$ cat src/rtl/dfa_pkg.sv
package dfa_pkg;
    localparam int NSTATES = 16;
    localparam int SW      = $clog2(NSTATES);
    localparam int NLAB    = 2;
    localparam int RW      = 8;
    localparam int CW      = 8;
    localparam int LW      = 1 + CW + SW;
    localparam int EW      = 1 + RW + SW + NLAB * LW;

    typedef struct packed {
        logic          vld;
        logic [CW-1:0] sym;
        logic [SW-1:0] nxt;
    } lab_t;

    typedef struct packed {
        logic            acc;
        logic [RW-1:0]   rule;
        logic [SW-1:0]   dflt;
        lab_t [NLAB-1:0] lab;
    } ent_t;

    typedef enum logic {ST_SCAN, ST_CHASE} fsm_t;
endpackage

$ cat src/rtl/dfa_regfile.sv
module dfa_regfile #(
    parameter int DEPTH = 16,
    parameter int WIDTH = 8,
    localparam int AW   = $clog2(DEPTH)
) (
    input  logic             clk,
    input  logic             we,
    input  logic [AW-1:0]    waddr,
    input  logic [WIDTH-1:0] wdata,
    input  logic [AW-1:0]    raddr,
    output logic [WIDTH-1:0] rdata
);
    logic [WIDTH-1:0] mem [DEPTH];

    always_ff @(posedge clk) begin
        if (we) mem[waddr] <= wdata;
    end

    assign rdata = mem[raddr];
endmodule

$ cat src/rtl/dfa_label_search.sv
module dfa_label_search
    import dfa_pkg::*;
(
    input  lab_t [NLAB-1:0] labs,
    input  logic [CW-1:0]   ch,
    output logic            hit,
    output logic [SW-1:0]   nxt
);
    logic [NLAB-1:0] eq;

    for (genvar i = 0; i < NLAB; i++) begin : g_cmp
        assign eq[i] = labs[i].vld && (labs[i].sym == ch);
    end

    // lowest index wins: scan downward so the last write is entry 0
    always_comb begin
        hit = 1'b0;
        nxt = '0;
        for (int i = NLAB - 1; i >= 0; i--) begin
            if (eq[i]) begin
                hit = 1'b1;
                nxt = labs[i].nxt;
            end
        end
    end
endmodule

$ cat src/rtl/dfa_matcher.sv
module dfa_matcher
    import dfa_pkg::*;
(
    input  logic          clk,
    input  logic          rst,
    input  logic          sof,
    input  logic          in_valid,
    output logic          in_ready,
    input  logic [CW-1:0] in_byte,
    input  logic          tbl_we,
    input  logic          tbl_sel,
    input  logic [7:0]    tbl_addr,
    input  logic [EW-1:0] tbl_wdata,
    output logic          match_valid,
    output logic [RW-1:0] match_rule
);
    fsm_t          fsm_q, fsm_d;
    logic [SW-1:0] cur_q, cur_d;
    logic [CW-1:0] hold_q, hold_d;
    logic          entered_q;

    logic [EW-1:0] ent_bits;
    ent_t          ent;
    logic [CW-1:0] ch;
    logic [SW-1:0] root_nxt, lab_nxt, tgt;
    logic          hit, at_root, take, step, consume, chasing;
    logic          st_we, rt_we;

    assign st_we = tbl_we && !tbl_sel && (32'(tbl_addr) < NSTATES);
    assign rt_we = tbl_we && tbl_sel;

    dfa_regfile #(.DEPTH(NSTATES), .WIDTH(EW)) u_state (
        .clk   (clk),
        .we    (st_we),
        .waddr (tbl_addr[SW-1:0]),
        .wdata (tbl_wdata),
        .raddr (cur_q),
        .rdata (ent_bits)
    );

    dfa_regfile #(.DEPTH(1 << CW), .WIDTH(SW)) u_root (
        .clk   (clk),
        .we    (rt_we),
        .waddr (tbl_addr[CW-1:0]),
        .wdata (tbl_wdata[SW-1:0]),
        .raddr (ch),
        .rdata (root_nxt)
    );

    assign ent = ent_t'(ent_bits);
    assign ch  = (fsm_q == ST_SCAN) ? in_byte : hold_q;

    dfa_label_search u_search (
        .labs (ent.lab),
        .ch   (ch),
        .hit  (hit),
        .nxt  (lab_nxt)
    );

    assign chasing  = (fsm_q == ST_CHASE);
    assign at_root  = (cur_q == '0);
    assign in_ready = (fsm_q == ST_SCAN) && !sof;
    assign take     = in_valid && in_ready;
    assign step     = take || (chasing && !sof);
    assign consume  = step && (at_root || hit);
    assign tgt      = at_root ? root_nxt : lab_nxt;

    // next-state logic
    always_comb begin
        fsm_d  = fsm_q;
        cur_d  = cur_q;
        hold_d = hold_q;
        if (sof) begin
            fsm_d = ST_SCAN;
            cur_d = '0;
        end else begin
            unique case (fsm_q)
                ST_SCAN: begin
                    if (take) begin
                        if (consume) begin
                            cur_d = tgt;
                        end else begin
                            cur_d  = ent.dflt;
                            hold_d = in_byte;
                            fsm_d  = ST_CHASE;
                        end
                    end
                end
                ST_CHASE: begin
                    if (consume) begin
                        cur_d = tgt;
                        fsm_d = ST_SCAN;
                    end else begin
                        cur_d = ent.dflt;
                    end
                end
            endcase
        end
    end

    // state register
    always_ff @(posedge clk) begin
        if (rst) begin
            fsm_q     <= ST_SCAN;
            cur_q     <= '0;
            hold_q    <= '0;
            entered_q <= 1'b0;
        end else begin
            fsm_q     <= fsm_d;
            cur_q     <= cur_d;
            hold_q    <= hold_d;
            entered_q <= consume && !sof;
        end
    end

    // outputs
    always_comb begin
        match_valid = entered_q && ent.acc;
        match_rule  = match_valid ? ent.rule : '0;
    end
endmodule

$ cat config.mk
export PLATFORM = sky130hd
export DESIGN_NAME = dfa_matcher
export DESIGN_NICKNAME = d
export VERILOG_FILES = /design/src/rtl/dfa_pkg.sv /design/src/rtl/dfa_regfile.sv /design/src/rtl/dfa_label_search.sv /design/src/rtl/dfa_matcher.sv
export SDC_FILE = /design/constraint.sdc
export NUM_CORES = 2
export LEC_CHECK = 0
export ABC_AREA = 1
export BUFFER_PORTS_ARGS = -buffer_cell sky130_fd_sc_hd__buf_4
export CORE_MARGIN = 10
export CORE_UTILIZATION = 44
export DETAILED_ROUTE_END_ITERATION = 10
export HOLD_SLACK_MARGIN = 0.06
export PLACE_DENSITY = 0.69
export SYNTH_ARGS = -nofsm -noshare
export SYNTH_HDL_FRONTEND = slang
export SYNTH_SLANG_ARGS = --single-unit
$ cat constraint.sdc
create_clock -name clk -period 4.18 [get_ports clk]
set_input_delay 0.209 -clock clk [delete_from_list [all_inputs] [get_ports clk]]
set_output_delay 0.209 -clock clk [all_outputs]
set_load 0.03 [all_outputs]
==> metrics.md <==
| Metric | Value |
|---|---|
| CTS tree | `built` |
| Vias | `46400` |
| CP max stage delay | `0.53 ns` |
| Die X | `417 microns` |
| Met2 WL post-DR | `86000 microns` |
| Io pins | `71` |
| P&R area growth vs syn | `13.1%` |
| DP Worst Slack | `0.746 ns` |
| Ratio of cells with drive above 1 in the final layout | `7.86%` |
| Final Setup Violations | `0` |
| CP most frequent cell | `nand2_1` |
| Drt pass-1 iters | `6` |
| Clock-pin slew on the worst setup and hold paths | `0.06 ns` |
| HPWL Detailed | `97900 microns` |
| Status | `completed` |
| Met1 wire length | `72900 microns` |
| Max Root-Sink Buffers | `3` |
| Gate count after technology mapping | `6044` |
| CP max stage cell | `nor3_1` |
| Lkg Pwr | `28.0 nW` |
| Max cap viols | `0` |
| Hold Fails Final Rpt | `0` |
| Max Used Layer | `met5` |
| Critical path class | `flip-flop to output pin` |
| RSZ-0062 raised after global routing | `false` |
| Initial antenna violation count | `7` |
| DP Area | `0.0723 sq mm` |
| PwrDens | `458 mW/mm^2` |
| Ys flop type | `edfxtp_1` |
| Synth top area share | `71.3%` |
| # clock sinks | `1666` |
| Global-route wire length before repair | `276000 microns` |
| Critical path required time | `3.97 ns` |
| Synthesized flop and latch total | `1666` |
| Die Area | `0.174 sq mm` |
| Setup tns final | `0 ns` |
| Worst slew pin tran | `0.937 ns` |
| Port Buffers | `70` |
| Storage element area | `0.0499 sq mm` |
| CTS H-tree depth | `4` |
| Initial core utilization | `44.3%` |
| Asr flop ratio synth | `0%` |
| Period minus WS final | `3.99 ns` |
| Crit path max fanout | `178` |
| Vias per cell | `5.61` |
| Tcrit/Tclk final | `95.4%` |
| Gr usage total | `20.4%` |
| Dominant cells by area after synthesis | `edfxtp_1, nand2_1, nand3_1` |
| Final core occ | `50.1%` |
| Final WS setup | `0.192 ns` |
| Worst-skew pair later-pin latency | `0.81 ns` |
| Multi-input logic area | `0.0163 sq mm` |
| Kind of end point of the critical path | `output pin` |
| WL final | `182000 microns` |
| Core area | `0.157 sq mm` |
| Slew Limit Fails | `0` |
| Seq/Total Area, Yosys | `71.8%` |
| Number of fill cells | `13300` |
| Worst Setup Start Kind | `flip-flop` |
| Max_slew headroom | `37.3%` |
| Yosys cell types | `42` |
| Avg Synthesized Cell Area | `11.5 sq um` |
| Peak VDD IR | `0.000427 V` |
| Synthesized net count | `6105` |
| Clock skew | `0.0577 ns` |
| Post-synth EDFFs | `1648` |
| Die Ht | `417 microns` |
| FMAX | `0.251 GHz` |
| Clk root buf | `clkbuf_16` |
| Post-route ant nets | `0` |
| Critical Path AT | `3.78 ns` |
| Placed Cells | `7910` |
| Wire per inst | `22.0 microns` |
| Final Net Count | `6141` |
| Cts bufs inserted | `169` |
| Yosys warning count | `0` |
| Drt drc | `0` |
| Cell Rows | `145` |
| Post-CTS sizing | `0` |
| Post-route cell area | `0.0785 sq mm` |
| Cells along the critical path | `buf_12 -> o21ai_0 -> o221ai_1 -> nand3_1 -> nand2_1 -> nand2_1 -> nor3_1 -> buf_4` |
| Final std cells w/o fill | `8282` |
| Pin count of the biggest net entering global routing | `179` |
| Synthesized area | `0.0694 sq mm` |
| Met3 wire len | `15900 microns` |
| Hold Path Class | `input port to flip-flop` |
| Vias in the first global route | `45400` |
| Cell taking the most area after synthesis | `edfxtp_1` |
| GR Overflow Total | `0` |
| Starting DRC count in detailed routing | `6025` |
| Final GP Congestion | `0.845` |
-- critical path: cells and delay by family, from the launching register on --
| family | cells | cell delay [ns] |
|---|---|---|
| compound gates | 2 | 0.49 |
| buf+inv | 2 | 0.73 |
| simple gates | 4 | 1.13 |
| flops | 1 | 0.41 |
-- repair_timing --
action | CTS | global route
hold buffers | 57 | 0
endpoints found under the hold margin | 710 | 0
buffers inserted | 0 | 0
-- where the power goes --
group | internal [mW] | switching (mW)
Sequential | 18.4 | 0.0167
Clock | 8.61 | 6.55
Combinational | 0.673 | 1.75
Total | 27.7 | 8.31
-- logic make-up after synthesis --
kind of cell    after synthesis  synth area share (%)
simple gates               2869                  17.1
flops                      1666                  71.8
buf+inv                     799                  5.06
compound gates              710                  6.05
-- synthesized netlist by cell type, types with 2 or more instances --
master / number
edfxtp_1: 1648
nand2_1: 1390
nand3_1: 787
nor2_1: 653
inv_1: 404
o21ai_0: 340
buf_2: 193
o211ai_1: 121
clkbuf_1: 117
a21oi_1: 101
o21ai_1: 39
a221oi_1: 35
o22ai_1: 31
buf_4: 29
buf_1: 25
buf_6: 21
dfxtp_1: 18
o221ai_1: 17
nor3_1: 16
inv_2: 9
a311oi_1: 8
o21ai_2: 6
or2_1: 6
a221o_1: 2
a31oi_1: 2
a32o_1: 2
nand2_2: 2
nand2_4: 2
nand4_1: 2
nor2_2: 2
o221a_2: 2
o31ai_1: 2
or2_2: 2
or3_1: 2
-- through the flow --
step / hold slack [ns] / total power, mW
2_1_floorplan: 0.308 / 20.1
3_3_place_gp: 0.487 / 21.1
3_5_place_dp: 0.506 / 21.1
4_1_cts: 0.120 / 36.1
5_1_grt: 0.131 / 37.0
6_report: 0.0866 / 36.0
-- cell type report --
type	instances	area share, %
Sequential cell	1666	63.5
Multi-Input combinational cell	3579	20.7
Clock buffer	208	5.60
Timing Repair Buffer	250	3.37
Tap cell	2058	3.28
Inverter	414	2.00
Clock inverter	103	1.52
Antenna cell	4	0.0127
-- cell usage in the layout, fill, tap and decap left out, drive strengths merged, types with 3 or more instances in the layout --
cell type,Yosys,routed
o21ai,386,386
dlygate4sd3,0,57
a311oi,8,8
nor2,656,656
nor3,16,16
bufinv,0,17
buf,268,189
dfxtp,18,18
edfxtp,1648,1648
o221ai,17,17
a21oi,101,101
clkinvlp,0,3
a221oi,35,35
o22ai,31,31
clkbuf,117,212
or2,8,8
nand2,1394,1394
clkinv,0,81
nand3,788,788
inv,414,416
o211ai,121,121
diode,0,4
-- worst paths after layout --
path,depth (start not counted),end,slack (ns),startpoint
min,1,u_root.mem[165][3],0.09,tbl_wdata[3]
max reg2reg,16,hold_q[7],0.32,flip-flop
max,8,match_rule[6],0.19,flip-flop
min reg2reg,2,hold_q[3],0.52,hold_q[3]
-- flip-flops by register name, indices dropped and copies added, names as in the netlist, named ones only --
| name | cells |
|---|---|
| u_root.mem | 1024 |
| u_state.mem | 624 |
| hold_q | 8 |
| cur_q | 4 |
| chasing | 1 |
| entered_q | 1 |
-- per-layer routing --
layer | global-route usage [%] | vias to the layer above
li1 | - | 21200
met1 | 27.0 | 22600
met2 | 32.8 | 2221
met3 | 3.61 | 406
met4 | 8.95 | 6
met5 | 0 | -
No activity file was read; power rests on OpenSTA's default activity.
